===== config.mk =====
export PLATFORM = sky130hd
export DESIGN_NAME = cfg_sum_guard
export DESIGN_NICKNAME = d
export VERILOG_FILES = /design/src/rtl/cfgsum_pkg.sv /design/src/rtl/cfgsum_rst_sync.sv /design/src/rtl/cfgsum_walker.sv /design/src/rtl/cfgsum_accum.sv /design/src/rtl/cfgsum_dflt_rom.sv /design/src/rtl/cfg_sum_guard.sv
export SDC_FILE = /design/constraint.sdc
export NUM_CORES = 1
export LEC_CHECK = 0
export ABC_AREA = 1
export BUFFER_PORTS_ARGS = -buffer_cell sky130_fd_sc_hd__buf_2
export CORE_MARGIN = 3
export CORE_UTILIZATION = 29
export DETAILED_ROUTE_END_ITERATION = 8
export PLACE_DENSITY_LB_ADDON = 0.08
export SLEW_MARGIN = 0
export SYNTH_ARGS = -nofsm -noshare
export SYNTH_HDL_FRONTEND = slang
export SYNTH_HIERARCHICAL = 1
export SYNTH_SLANG_ARGS = --single-unit

===== constraint.sdc =====
create_clock -name clk -period 2 [get_ports clk]
set_input_delay 0.3 -clock clk [delete_from_list [all_inputs] [get_ports clk]]
set_output_delay 0.3 -clock clk [all_outputs]
set_load 0.005 [all_outputs]

===== src/rtl/cfgsum_pkg.sv =====
package cfgsum_pkg;

  typedef enum logic [2:0] {
    ST_IDLE  = 3'd0,
    ST_VRD   = 3'd1,
    ST_URD   = 3'd2,
    ST_DRAIN = 3'd3,
    ST_CMP   = 3'd4,
    ST_DFLT  = 3'd5,
    ST_CSLO  = 3'd6,
    ST_CSHI  = 3'd7
  } guard_state_t;

endpackage


===== src/rtl/cfgsum_rst_sync.sv =====
module cfgsum_rst_sync (
  input  logic clk,
  input  logic rst_n,
  output logic rst_n_sync
);

  logic [1:0] sync_q;

  always_ff @(posedge clk or negedge rst_n) begin
    if (!rst_n) begin
      sync_q <= 2'b00;
    end else begin
      sync_q <= {sync_q[0], 1'b1};
    end
  end

  assign rst_n_sync = sync_q[1];

endmodule


===== src/rtl/cfgsum_walker.sv =====
// Address counter: loads a start address, steps by one, flags its last address.
module cfgsum_walker #(
  parameter int ADDR_W = 8
) (
  input  logic              clk,
  input  logic              rst_n,
  input  logic              load,
  input  logic [ADDR_W-1:0] load_val,
  input  logic              step,
  input  logic [ADDR_W-1:0] last_val,
  output logic [ADDR_W-1:0] addr,
  output logic              at_last
);

  logic [ADDR_W-1:0] addr_q;
  logic [ADDR_W-1:0] addr_d;
  logic              addr_en;

  always_comb begin
    addr_en = load | step;
    addr_d  = addr_q;
    if (load) begin
      addr_d = load_val;
    end else if (step) begin
      addr_d = addr_q + 1'b1;
    end
  end

  always_ff @(posedge clk or negedge rst_n) begin
    if (!rst_n) begin
      addr_q <= '0;
    end else if (addr_en) begin
      addr_q <= addr_d;
    end
  end

  assign addr    = addr_q;
  assign at_last = (addr_q == last_val);

endmodule


===== src/rtl/cfgsum_accum.sv =====
// Zero-extending byte accumulator.
module cfgsum_accum #(
  parameter int DATA_W = 8,
  parameter int SUM_W  = 16
) (
  input  logic              clk,
  input  logic              rst_n,
  input  logic              clr,
  input  logic              add_en,
  input  logic [DATA_W-1:0] din,
  output logic [SUM_W-1:0]  sum
);

  logic [SUM_W-1:0] sum_q;
  logic [SUM_W-1:0] sum_d;
  logic             sum_en;

  always_comb begin
    sum_en = clr | add_en;
    sum_d  = sum_q;
    if (clr) begin
      sum_d = '0;
    end else if (add_en) begin
      sum_d = sum_q + SUM_W'(din);
    end
  end

  always_ff @(posedge clk or negedge rst_n) begin
    if (!rst_n) begin
      sum_q <= '0;
    end else if (sum_en) begin
      sum_q <= sum_d;
    end
  end

  assign sum = sum_q;

endmodule


===== src/rtl/cfgsum_dflt_rom.sv =====
// Default byte for an address: address halves swapped, then XOR with a key.
module cfgsum_dflt_rom #(
  parameter int          ADDR_W = 8,
  parameter int          DATA_W = 8,
  parameter logic [31:0] KEY    = 32'h5A
) (
  input  logic [ADDR_W-1:0] addr,
  output logic [DATA_W-1:0] data
);

  localparam int HALF = ADDR_W / 2;

  logic [ADDR_W-1:0] rot;

  generate
    if ((ADDR_W % 2) == 0) begin : g_even
      assign rot = {addr[HALF-1:0], addr[ADDR_W-1:HALF]};
    end else begin : g_odd
      assign rot = addr;
    end
  endgenerate

  assign data = DATA_W'(rot) ^ KEY[DATA_W-1:0];

endmodule


===== src/rtl/cfg_sum_guard.sv =====
module cfg_sum_guard #(
  parameter int          ADDR_W   = 8,
  parameter int          DATA_W   = 8,
  parameter int          CFG_LO   = 'h10,
  parameter int          CFG_HI   = 'h2D,
  parameter int          CS_LO    = 'h2E,
  parameter int          CS_HI    = 'h2F,
  parameter logic [31:0] DFLT_KEY = 32'h5A
) (
  input  logic              clk,
  input  logic              rst_n,
  input  logic              verify_req,
  input  logic              update_req,
  output logic              ram_rd_en,
  output logic              ram_wr_en,
  output logic [ADDR_W-1:0] ram_addr,
  output logic [DATA_W-1:0] ram_wdata,
  input  logic [DATA_W-1:0] ram_rdata,
  output logic              busy,
  output logic              done,
  output logic              err
);

  import cfgsum_pkg::*;

  localparam int                SUM_W     = 2 * DATA_W;
  localparam logic [ADDR_W-1:0] A_CFG_LO  = ADDR_W'(CFG_LO);
  localparam logic [ADDR_W-1:0] A_CFG_HI  = ADDR_W'(CFG_HI);
  localparam logic [ADDR_W-1:0] A_CS_LO   = ADDR_W'(CS_LO);
  localparam logic [ADDR_W-1:0] A_CS_HI   = ADDR_W'(CS_HI);

  logic rst_n_s;

  cfgsum_rst_sync u_rst_sync (
    .clk        (clk),
    .rst_n      (rst_n),
    .rst_n_sync (rst_n_s)
  );

  guard_state_t state_q, state_d;
  logic         vfy_q, vfy_d;
  logic         err_q, err_d;
  logic         done_q, done_d;
  logic         rd_vld_q;
  logic [ADDR_W-1:0] rd_addr_q;
  logic [DATA_W-1:0] st_lo_q, st_hi_q;
  logic         st_lo_en, st_hi_en;

  logic              walk_load, walk_step, walk_last;
  logic [ADDR_W-1:0] walk_addr, walk_end;
  logic              acc_clr, acc_add;
  logic [DATA_W-1:0] acc_din;
  logic [SUM_W-1:0]  acc_sum;
  logic [DATA_W-1:0] dflt_byte;
  logic              rd_in_cfg;

  cfgsum_walker #(.ADDR_W(ADDR_W)) u_walker (
    .clk      (clk),
    .rst_n    (rst_n_s),
    .load     (walk_load),
    .load_val (A_CFG_LO),
    .step     (walk_step),
    .last_val (walk_end),
    .addr     (walk_addr),
    .at_last  (walk_last)
  );

  cfgsum_accum #(.DATA_W(DATA_W), .SUM_W(SUM_W)) u_accum (
    .clk    (clk),
    .rst_n  (rst_n_s),
    .clr    (acc_clr),
    .add_en (acc_add),
    .din    (acc_din),
    .sum    (acc_sum)
  );

  cfgsum_dflt_rom #(.ADDR_W(ADDR_W), .DATA_W(DATA_W), .KEY(DFLT_KEY)) u_dflt (
    .addr (walk_addr),
    .data (dflt_byte)
  );

  // Walk end: a verify also covers the two checksum bytes.
  assign walk_end  = (state_q == ST_VRD) ? A_CS_HI : A_CFG_HI;
  assign rd_in_cfg = rd_vld_q && (rd_addr_q >= A_CFG_LO) && (rd_addr_q <= A_CFG_HI);

  // Next-state logic
  always_comb begin
    state_d   = state_q;
    vfy_d     = vfy_q;
    err_d     = err_q;
    done_d    = 1'b0;
    walk_load = 1'b0;
    walk_step = 1'b0;
    acc_clr   = 1'b0;
    unique case (state_q)
      ST_IDLE: begin
        if (verify_req) begin
          state_d   = ST_VRD;
          vfy_d     = 1'b1;
          err_d     = 1'b0;
          walk_load = 1'b1;
          acc_clr   = 1'b1;
        end else if (update_req) begin
          state_d   = ST_URD;
          vfy_d     = 1'b0;
          walk_load = 1'b1;
          acc_clr   = 1'b1;
        end
      end
      ST_VRD, ST_URD: begin
        walk_step = 1'b1;
        if (walk_last) begin
          state_d = ST_DRAIN;
        end
      end
      ST_DRAIN: begin
        state_d = vfy_q ? ST_CMP : ST_CSLO;
      end
      ST_CMP: begin
        if (acc_sum == {st_hi_q, st_lo_q}) begin
          state_d = ST_IDLE;
          done_d  = 1'b1;
        end else begin
          state_d   = ST_DFLT;
          err_d     = 1'b1;
          walk_load = 1'b1;
          acc_clr   = 1'b1;
        end
      end
      ST_DFLT: begin
        walk_step = 1'b1;
        if (walk_last) begin
          state_d = ST_CSLO;
        end
      end
      ST_CSLO: begin
        state_d = ST_CSHI;
      end
      ST_CSHI: begin
        state_d = ST_IDLE;
        done_d  = 1'b1;
      end
      default: begin
        state_d = ST_IDLE;
      end
    endcase
  end

  // Accumulator feed: read data while scanning, default bytes while restoring.
  always_comb begin
    if (state_q == ST_DFLT) begin
      acc_add = 1'b1;
      acc_din = dflt_byte;
    end else begin
      acc_add = rd_in_cfg;
      acc_din = ram_rdata;
    end
  end

  assign st_lo_en = rd_vld_q && (rd_addr_q == A_CS_LO);
  assign st_hi_en = rd_vld_q && (rd_addr_q == A_CS_HI);

  // Registers
  always_ff @(posedge clk or negedge rst_n_s) begin
    if (!rst_n_s) begin
      state_q   <= ST_IDLE;
      vfy_q     <= 1'b0;
      err_q     <= 1'b0;
      done_q    <= 1'b0;
      rd_vld_q  <= 1'b0;
      rd_addr_q <= '0;
    end else begin
      state_q   <= state_d;
      vfy_q     <= vfy_d;
      err_q     <= err_d;
      done_q    <= done_d;
      rd_vld_q  <= ram_rd_en;
      rd_addr_q <= ram_addr;
    end
  end

  always_ff @(posedge clk or negedge rst_n_s) begin
    if (!rst_n_s) begin
      st_lo_q <= '0;
    end else if (st_lo_en) begin
      st_lo_q <= ram_rdata;
    end
  end

  always_ff @(posedge clk or negedge rst_n_s) begin
    if (!rst_n_s) begin
      st_hi_q <= '0;
    end else if (st_hi_en) begin
      st_hi_q <= ram_rdata;
    end
  end

  // RAM port
  always_comb begin
    ram_rd_en = (state_q == ST_VRD) || (state_q == ST_URD);
    ram_wr_en = (state_q == ST_DFLT) || (state_q == ST_CSLO) || (state_q == ST_CSHI);
    unique case (state_q)
      ST_CSLO: begin
        ram_addr  = A_CS_LO;
        ram_wdata = acc_sum[DATA_W-1:0];
      end
      ST_CSHI: begin
        ram_addr  = A_CS_HI;
        ram_wdata = acc_sum[SUM_W-1:DATA_W];
      end
      default: begin
        ram_addr  = walk_addr;
        ram_wdata = dflt_byte;
      end
    endcase
  end

  assign busy = (state_q != ST_IDLE);
  assign done = done_q;
  assign err  = err_q;

endmodule


==> flow_summary.ini, run 1 <==
[global_routing]
antenna_found_initial = 0
track_usage_pct = 17.1
grt_overflow = 0
grt_pass1_vias = 3754
grt_pass1_wl_mm = 19.1
grt_max_degree = 56

[synth]
ys_seq_elements = 57
synthSimpleGateAreaFrac_pct = 32.6
syn_area_mm2 = 0.00382
synth_warnings = 6
synth_compound_area_share_pct = 12.8
syn_inst = 551
synthAdderAreaFrac_pct = 3.47
synth-edff-count = 0
ys_types = 38
synth_flop_cell = dfrtp_1
synth_top_area_share_pct = 37.3
synth_top_area_cell = dfrtp_1
synth_top_family_by_area = simple AND/OR/NAND/NOR gates
synthXorXnorAreaFrac_pct = 1.83
synth_area_leaders = dfrtp_1 37%, nand2_1 18%, inv_1 9.0%
synth_mux_area_share_pct = 0
ys_seq_area_share_pct = 37.3
syn_avg_cell_area_um2 = 6.94
async_flop_share_pct = 100

[status]
status = finished, violations left
violations = setup timing

[timing]
layout_worst_path_cycle_share_pct = 108
finalHoldViolCount = 0
grt_setup_unrepaired = yes
fin_worst_skew_ps = 6.78
slew_viol_final = 0
tns_ps = -1130
fmax_mhz = 464
setup_viol = 13
holdWs_ps = 263
setup_slack_ps = -157
fin_crit_ps = 2160

[critical_path]
cp_common_cell = nor2_4
start_kind = flop
timing.reg2reg.setup_slack_ps = -160
crit_path_end_kind = flop
slowest_delay_ps = 380
arrival_ps = 2380
critPathTopFamily = simple AND/OR/NAND/NOR gates
crit_type = reg -> reg
crit_buf_inv = 2
worst-endpoint-required_ps = 2230
crit_path_cell_trace = inv_2 > nand2_4 > nor2_4 > nand2_2 > o21ai_4 > ha_4 > inv_2 > fa_2 > nor2_4 > nor2_4 > o21ai_4 > nand3_1 > nand2_1 > nor2_1
cp_slowest_cell = dfrtp_1
path_max_fanout = 5

[routing]
detail_route.wirelength_mm = 11.7
routedWlPerCell_um = 13.5
drt_iter0_drc = 127
final_antenna_net_count = 0
viasPerCell = 4.38
drc = 0
vias = 3780
drtPass1Iterations = 4

[finish]
fin_nets = 708
num_antenna_cells = 0
final_cell_mix = 152 x nand2_1, 80 x inv_1, 74 x buf_4
area_delta_synth_final_pct = 52.1
final_common_cell = nand2_1
drive_gt1_share_pct = 39.7

[placed_design]
gp_congestion = 0.837
io_buffer_count = 32
dp_slack_ps = -255
hpwl_mm = 8.75

[hold_path]
hp-class = reg -> async

[floorplanning]
core_mm2 = 0.0128
dieArea_mm2 = 0.0146
dieHeight_um = 121
ios = 33
rows = 41
start_util_pct = 29.9
fp.dieW_um = 121

[cts]
htree_num_levels = 3
clockBufferDepth = 2
cts_buffers = 9
clk_latency_ps = 340
cts_tree = done
path_clk_slew_ps = 50
cts_sinks = 57
cts-root-buf = clkbuf_16

[power_and_ir_drop]
power_density_mw_per_mm2 = 1680
p_total_mw = 9.76
p_leak_nw = 2.95
irDropWorstVdd_mv = 0.716

[flow_run]
maxCapViolations = 0
## flip-flops by register name, indices dropped and copies added, names as in the netlist
signal,cells
rd_vld_q,1
st_hi_q,8
u_rst_sync/sync_q,2
err,1
done,1
rd_addr_q,8
vfy_q,1
state_q,3
st_lo_q,8
u_accum/sum,16
u_walker/addr,8
## cells in the mapped netlist, drive strengths merged (3+ instances only)
| master | number |
|---|---|
| a21oi | 15 |
| a22oi | 7 |
| buf | 12 |
| conb | 3 |
| dfrtp | 57 |
| ha | 9 |
| inv | 95 |
| nand2 | 191 |
| nand3 | 32 |
| nand4 | 4 |
| nor2 | 54 |
| o21ai | 39 |
| o221ai | 8 |
| or2 | 6 |
| xor2 | 7 |
## layout make-up
cell class	count	area (um2)
well taps	172	215
fillers	1283	6960
clock inverters	5	103
multi-input cells	405	2570
flip-flops and latches	57	1430
repair buffers	118	871
clock buffers	11	243
inverters	95	379
## kinds of logic after synthesis
logic type	after synthesis
XOR/XNOR	8
flip-flops	57
AO/OA/AOI/OAI	76
buffers and inverters	107
other	3
AND/OR/NAND/NOR	290
adder cells (fa/ha/maj)	10
## report_power, final
group	internal, mW	switching (mW)	leakage, nW
logic	2.68	3.29	2.08
registers	1.63	0.342	0.703
clock network	1.25	0.574	0.166
total	5.55	4.20	2.95
## layer usage
| metal | up-vias | share of wire [%] | track usage, % |
|---|---|---|---|
| li1 | 1976 | - | - |
| met1 | 1740 | 44 | 21.2 |
| met2 | 46 | 50 | 29.2 |
| met3 | 18 | 3.3 | 3.32 |
| met4 | 0 | 2.2 | 6.87 |
| met5 | - | 0 | 0 |
## through the flow
| step | instance area (um2) | cells | utilization, % |
|---|---|---|---|
| final | 5810 | 863 | 45.5 |
| after detailed placement | 4760 | 829 | 37.3 |
| after floorplan | 3960 | 568 | - |
| after global placement | 4760 | 829 | 37.3 |
| after global routing | 5810 | 863 | 45.5 |
| after CTS | 5420 | 855 | 42.5 |
## final timing paths
| kind | startpoint | depth (start not counted) | end |
|---|---|---|---|
| worst max register to register | state_q[1] | 14 | u_accum/sum[8] |
| worst min-delay path | u_rst_sync/sync_q[1] | 1 | done |
| worst max-delay path | state_q[1] | 14 | u_accum/sum[8] |
| worst min register to register | u_rst_sync/sync_q[1] | 1 | done |
| max in group asynchronous | u_rst_sync/sync_q[1] | 1 | u_accum/sum[4] |
| min in group clk | verify_req | 3 | vfy_q |
## what timing repair did
action / in CTS / in global routing
setup endpoints to repair: 35 / 40
hold buffers: 1 / 0
pin swaps: 20 / 26
buffers inserted: 8 / 9
endpoints found under the hold margin: 2 / 0
gates cloned: 1 / 0
gates resized for setup: 72 / 81
Power figures use the tool's default switching activity.
==> run 2: changes to the inputs <==
--- a/config.mk
+++ b/config.mk
@@ -14,5 +14,4 @@
 export SLEW_MARGIN = 0
 export SYNTH_ARGS = -nofsm -noshare
 export SYNTH_HDL_FRONTEND = slang
-export SYNTH_HIERARCHICAL = 1
 export SYNTH_SLANG_ARGS = --single-unit
==> flow_summary.ini, run 2 <==
[cts]
clockBufferDepth = 2
cts_tree = done
cts_buffers = 9
clk_latency_ps = 340
cts-root-buf = clkbuf_16
path_clk_slew_ps = 50
cts_sinks = 57
htree_num_levels = 3

[power_and_ir_drop]
switchingPower_mw = 3.29
irDropWorstVdd_mv = 0.475
p_leak_nw = 2.78
power_frac_seq_pct = 20.9
power_density_mw_per_mm2 = 1460
switching_share_pct = 42.0
power_frac_clock_pct = 20.7
intPower_mw = 4.54
combPwrFrac_pct = 58.4

[timing]
fmax_mhz = 433
tns_ps = -3810
fin_worst_skew_ps = 13.0
slew_headroom_pct = 65.8
setup_slack_ps = -309
layout_worst_path_cycle_share_pct = 115
setup_viol = 24
finalHoldViolCount = 0
fin_crit_ps = 2310
slew_viol_final = 0
worstMarginPinSlew_ps = 511
grt_setup_unrepaired = yes

[global_routing]
grt_pass1_wl_mm = 19.3
antenna_found_initial = 0
grt_overflow = 0
grt_max_degree = 40
grt_pass1_vias = 3521
track_usage_pct = 18.2

[routing]
vias = 3611
detail_route.wirelength_mm = 12.3
routedWlPerCell_um = 15.4
drtPass1Iterations = 4
viasPerCell = 4.54
drt_iter0_drc = 174
final_antenna_net_count = 0
drc = 0

[status]
status = finished, violations left
violations = setup timing

[critical_path]
arrival_ps = 2580
crit_path_end_kind = flop
crit_type = reg -> reg
rr_startpoint = state_q[1]
worst-endpoint-required_ps = 2270
start_kind = flop
path_max_fanout = 6
worstSetupStartpoint = state_q[1]

[finish]
regArea_mm2 = 0.00143
final_cells = 796
fin_nets = 647
area_delta_synth_final_pct = 49.0
largest_reg_flops = 16
nFillCells = 1233
num_antenna_cells = 0
final_common_cell = nand2_1
finish.instance_area_mm2 = 0.00538
drive_gt1_share_pct = 37.9
multi_input_area_mm2 = 0.00227
final_cell_mix = 137 x nand2_1, 64 x inv_1, 62 x buf_4

[placed_design]
post_dp_cell_area_mm2 = 0.00442
dp_slack_ps = -351
dp_cells = 763
hpwl_mm = 9.20
gp_congestion = 0.833
io_buffer_count = 32

[synth]
synth_top_area_cell = dfrtp_1
ys_seq_area_share_pct = 39.5
synth_common_cells = 168 x nand2_1, 72 x inv_1, 57 x dfrtp_1, 37 x nor2_1
synth_fp_nets = 536
synth.most_common_cell = nand2_1
syn_inst = 512
synth_area_leaders = dfrtp_1 40%, nand2_1 17%, inv_1 7.5%
synth_warnings = 0
syn_avg_cell_area_um2 = 7.05
ys_seq_elements = 57
async_flop_share_pct = 100
synth_top_area_share_pct = 39.5
synth_flop_cell = dfrtp_1
ys_types = 33
synth-edff-count = 0
syn_area_mm2 = 0.00361

[flow_run]
maxCapViolations = 0

[floorplanning]
fp.dieW_um = 118
core_mm2 = 0.0121
rows = 40
ios = 33
start_util_pct = 29.8
dieArea_mm2 = 0.0138
dieHeight_um = 118

[hold_path]
hp-class = reg -> async
## run 2: changes by cell type in the layout (fill, tap and decap cells not counted), sizes merged, moves of 8 or more
cell	previous run	this run
o21ai	39	31
conb	20	1
nor2	55	43
nand2	191	175
nor3	1	9
inv	94	81
## run 2: per-layer routing
metal  share of wire, %  up-vias  global-route usage [%]
met3                5.3       10                    5.43
met1                 48     1696                    25.2
met5                  0        -                       0
met4                1.1        0                    5.20
met2                 46       66                    27.6
li1                   -     1839                       -
## run 2: kinds of logic (layout without fill, tap and decap cells)
logic type	after synthesis	count (layout)	share of synthesized area, %
DFF	57	57	39.5
and+or+nand+nor	272	272	31.8
adders and majority gates	12	12	4.37
AOI/OAI and AO/OA	64	64	10.3
buffers and inverters	92	208	10.6
xor gates and xnor gates	14	14	3.40
other	1	1	0.104
## run 2: timing repair
action                                 4_1_cts  5_1_grt
endpoints found under the hold margin        2        0
buffers inserted                            12        7
pin swaps                                   18       28
setup endpoints to repair                   26       31
hold buffers                                 1        0
cloned                                       1        0
gates resized for setup                     69       58
## run 2: through the flow
| step | util [%] | hold slack, ps | power [mW] |
|---|---|---|---|
| 2_1_floorplan | - | 4.41 | 3.61 |
| 3_3_place_gp | 36.5 | 85.3 | 5.03 |
| 3_5_place_dp | 36.5 | 87.9 | 5.02 |
| 4_1_cts | 42.1 | 214 | 7.32 |
| 5_1_grt | 44.4 | 235 | 8.42 |
| 6_report | 44.4 | 200 | 7.83 |
## run 2: worst max-delay path: stages, from the launching register on
cell	delay, ps
dfrtp_1	380
inv_2	60
nand2_2	60
nor2_4	190
nand2_2	70
o21ai_2	60
ha_2	190
inv_2	40
fa_2	320
nand3b_1	170
nand2_2	120
nand2_2	60
nand2_2	70
nand2_2	70
nor2_1	90
nand2_1	60
nand2_1	70
nand3_1	70
nand2_1	70
## run 2: worst paths after layout
check,endpoint,slack (ps),cells after the start
min in group clk,st_hi_q[1],300,3
hold / removal,rd_addr_q[7],200,0
max in group asynchronous,u_accum.sum[8],1210,1
setup / recovery,u_accum.sum[14],-310,18
hold reg to reg,rd_addr_q[7],200,0
setup reg to reg,u_accum.sum[14],-310,18
## run 2: power by group through the flow
stage          clock (mW)  sequential, mW  combinational, mW
6_report             1.62            1.64               4.57
5_1_grt              1.71            1.68               5.04
4_1_cts              1.67            1.63               4.03
3_5_place_dp            0            1.64               3.38
3_3_place_gp            0            1.64               3.39
2_1_floorplan           0            1.62               1.99
## run 2: cell type report
| class | count | share of cell area (%) |
|---|---|---|
| repair buffers | 111 | 15.7 |
| clock inverters | 4 | 0.931 |
| clock buffers | 12 | 4.96 |
| inverters | 81 | 5.79 |
| flip-flops and latches | 57 | 26.5 |
| well taps | 168 | 3.91 |
| multi-input cells | 363 | 42.1 |
==> run 3: changes to the inputs <==
--- a/config.mk
+++ b/config.mk
@@ -10,7 +10,7 @@
 export CORE_MARGIN = 3
 export CORE_UTILIZATION = 29
 export DETAILED_ROUTE_END_ITERATION = 8
-export PLACE_DENSITY_LB_ADDON = 0.08
+export PLACE_DENSITY_LB_ADDON = 0.12
 export SLEW_MARGIN = 0
 export SYNTH_ARGS = -nofsm -noshare
 export SYNTH_HDL_FRONTEND = slang
==> flow_summary.ini, run 3 (same netlist as run 2, synthesis figures left out) <==
[global_routing]
track_usage_pct = 17.5
grt_pass1_wl_mm = 18.8
grt_busiest_layer = met2
grt_pass1_vias = 3473
grt_use_met3_pct = 4.08
grt_use_met1_pct = 24.0
grt_max_degree = 56
antenna_found_initial = 0
use_met2_pct = 26.7
grt_overflow = 0

[timing]
grt_setup_unrepaired = yes
fin_crit_ps = 2290
fin_worst_skew_ps = 5.33
finalHoldViolCount = 0
slew_viol_final = 0
setup_viol = 26
setup_slack_ps = -287
fmax_mhz = 437
tns_ps = -3910
layout_worst_path_cycle_share_pct = 114

[floorplanning]
ios = 33
dieHeight_um = 118
core_mm2 = 0.0121
rows = 40
fp.dieW_um = 118
start_util_pct = 29.8
dieArea_mm2 = 0.0138

[critical_path]
path_max_fanout = 12
worst-endpoint-required_ps = 2230
start_kind = flop
crit_type = reg -> reg
arrival_ps = 2510
crit_path_end_kind = flop

[power_and_ir_drop]
power_density_mw_per_mm2 = 1430
irDropWorstVdd_mv = 0.478
intPower_mw = 4.25
power_frac_clock_pct = 20.8
p_leak_nw = 2.69
combPwrFrac_pct = 57.0
switching_share_pct = 42.3
power_frac_seq_pct = 22.2
switchingPower_mw = 3.12

[flow_run]
maxCapViolations = 0

[routing]
vias = 3563
detail_route.wirelength_mm = 11.8
drt_iter0_drc = 202
drtPass1Iterations = 4
viasPerCell = 4.53
final_antenna_net_count = 0
drc = 0
routedWlPerCell_um = 15.0

[finish]
final_cell_mix = 147 x nand2_1, 64 x inv_1, 57 x buf_4
area_delta_synth_final_pct = 42.9
num_antenna_cells = 0
largest_reg_flops = 16
fin_nets = 637
finish.instance_area_mm2 = 0.00516
final_common_cell = nand2_1
drive_gt1_share_pct = 32.4
final_core_util_pct = 42.6

[placed_design]
io_buffer_count = 32
dp_slack_ps = -290
post_dp_cell_area_mm2 = 0.00437
hpwl_mm = 8.91
gp_congestion = 0.840

[cts]
htree_num_levels = 3
clk_latency_ps = 340
clockBufferDepth = 2
cts_sinks = 57
cts_buffers = 9
cts_tree = done
cts-root-buf = clkbuf_16
path_clk_slew_ps = 50

[hold_path]
hp-class = reg -> async

[status]
violations = setup timing
status = finished, violations left
## run 3: path summary, 6_finish.rpt
check | start | endpoint | slack, ps | depth (start not counted)
worst max-delay path | state_q[1] | u_accum.sum[8] | -290 | 15
min in group clk | ram_rdata[1] | st_hi_q[1] | 270 | 3
worst min-delay path | u_rst_sync.sync_q[1] | rd_addr_q[6] | 260 | 1
worst max register to register | state_q[1] | u_accum.sum[8] | -290 | 15
worst min register to register | u_rst_sync.sync_q[1] | rd_addr_q[6] | 260 | 1
max in group asynchronous | u_rst_sync.sync_q[1] | u_accum.sum[10] | 1460 | 1
## run 3: critical path, stage by stage, from the launching register on
cell     delay [ps]
dfrtp_1         380
inv_2            70
nand2_2          60
nor2_4          190
buf_6           170
nand2_1          50
o21ai_0          80
ha_1            310
nand2_1         110
inv_1            50
a21oi_2         160
nand2_2          80
buf_4           130
buf_6           110
a21oi_1         170
nor2_2           50
## run 3: per-layer routing
layer | vias to the layer above | wire length [um]
li1 | 1822 | -
met1 | 1657 | 5710
met2 | 72 | 5400
met3 | 12 | 523
met4 | 0 | 185
met5 | - | 0
## run 3: layout make-up
cell class	instances	area, um2
inverters	81	312
clock inverters	1	7.51
well taps	168	210
fillers	1261	6950
multi-input cells	363	2140
repair buffers	101	771
flip-flops and latches	57	1430
clock buffers	15	288
## run 3: through the flow
stage | std cells | power, mW | hold WS [ps]
finish | 786 | 7.37 | 258
global route | 786 | 7.91 | 285
CTS | 780 | 6.99 | 252
detailed placement | 757 | 4.91 | 89.5
global placement | 757 | 4.91 | 85.0
floorplan | 512 | 3.61 | 4.41
## run 3: what timing repair did
action | 4_1_cts | 5_1_grt
pin swaps | 9 | 16
endpoints found under the setup margin | 26 | 32
resized for setup | 59 | 28
setup buffers | 6 | 6
hold buffers | 1 | 0
hold endpoints to repair | 2 | 0
gates cloned | 0 | 1
## run 3: power by group through the flow
stage	Clock (mW)	Sequential [mW]	Combinational [mW]
finish	1.53	1.64	4.20
detailed placement	0	1.65	3.26
global placement	0	1.65	3.26
floorplan	0	1.62	1.99
global route	1.63	1.67	4.62
CTS	1.57	1.64	3.78
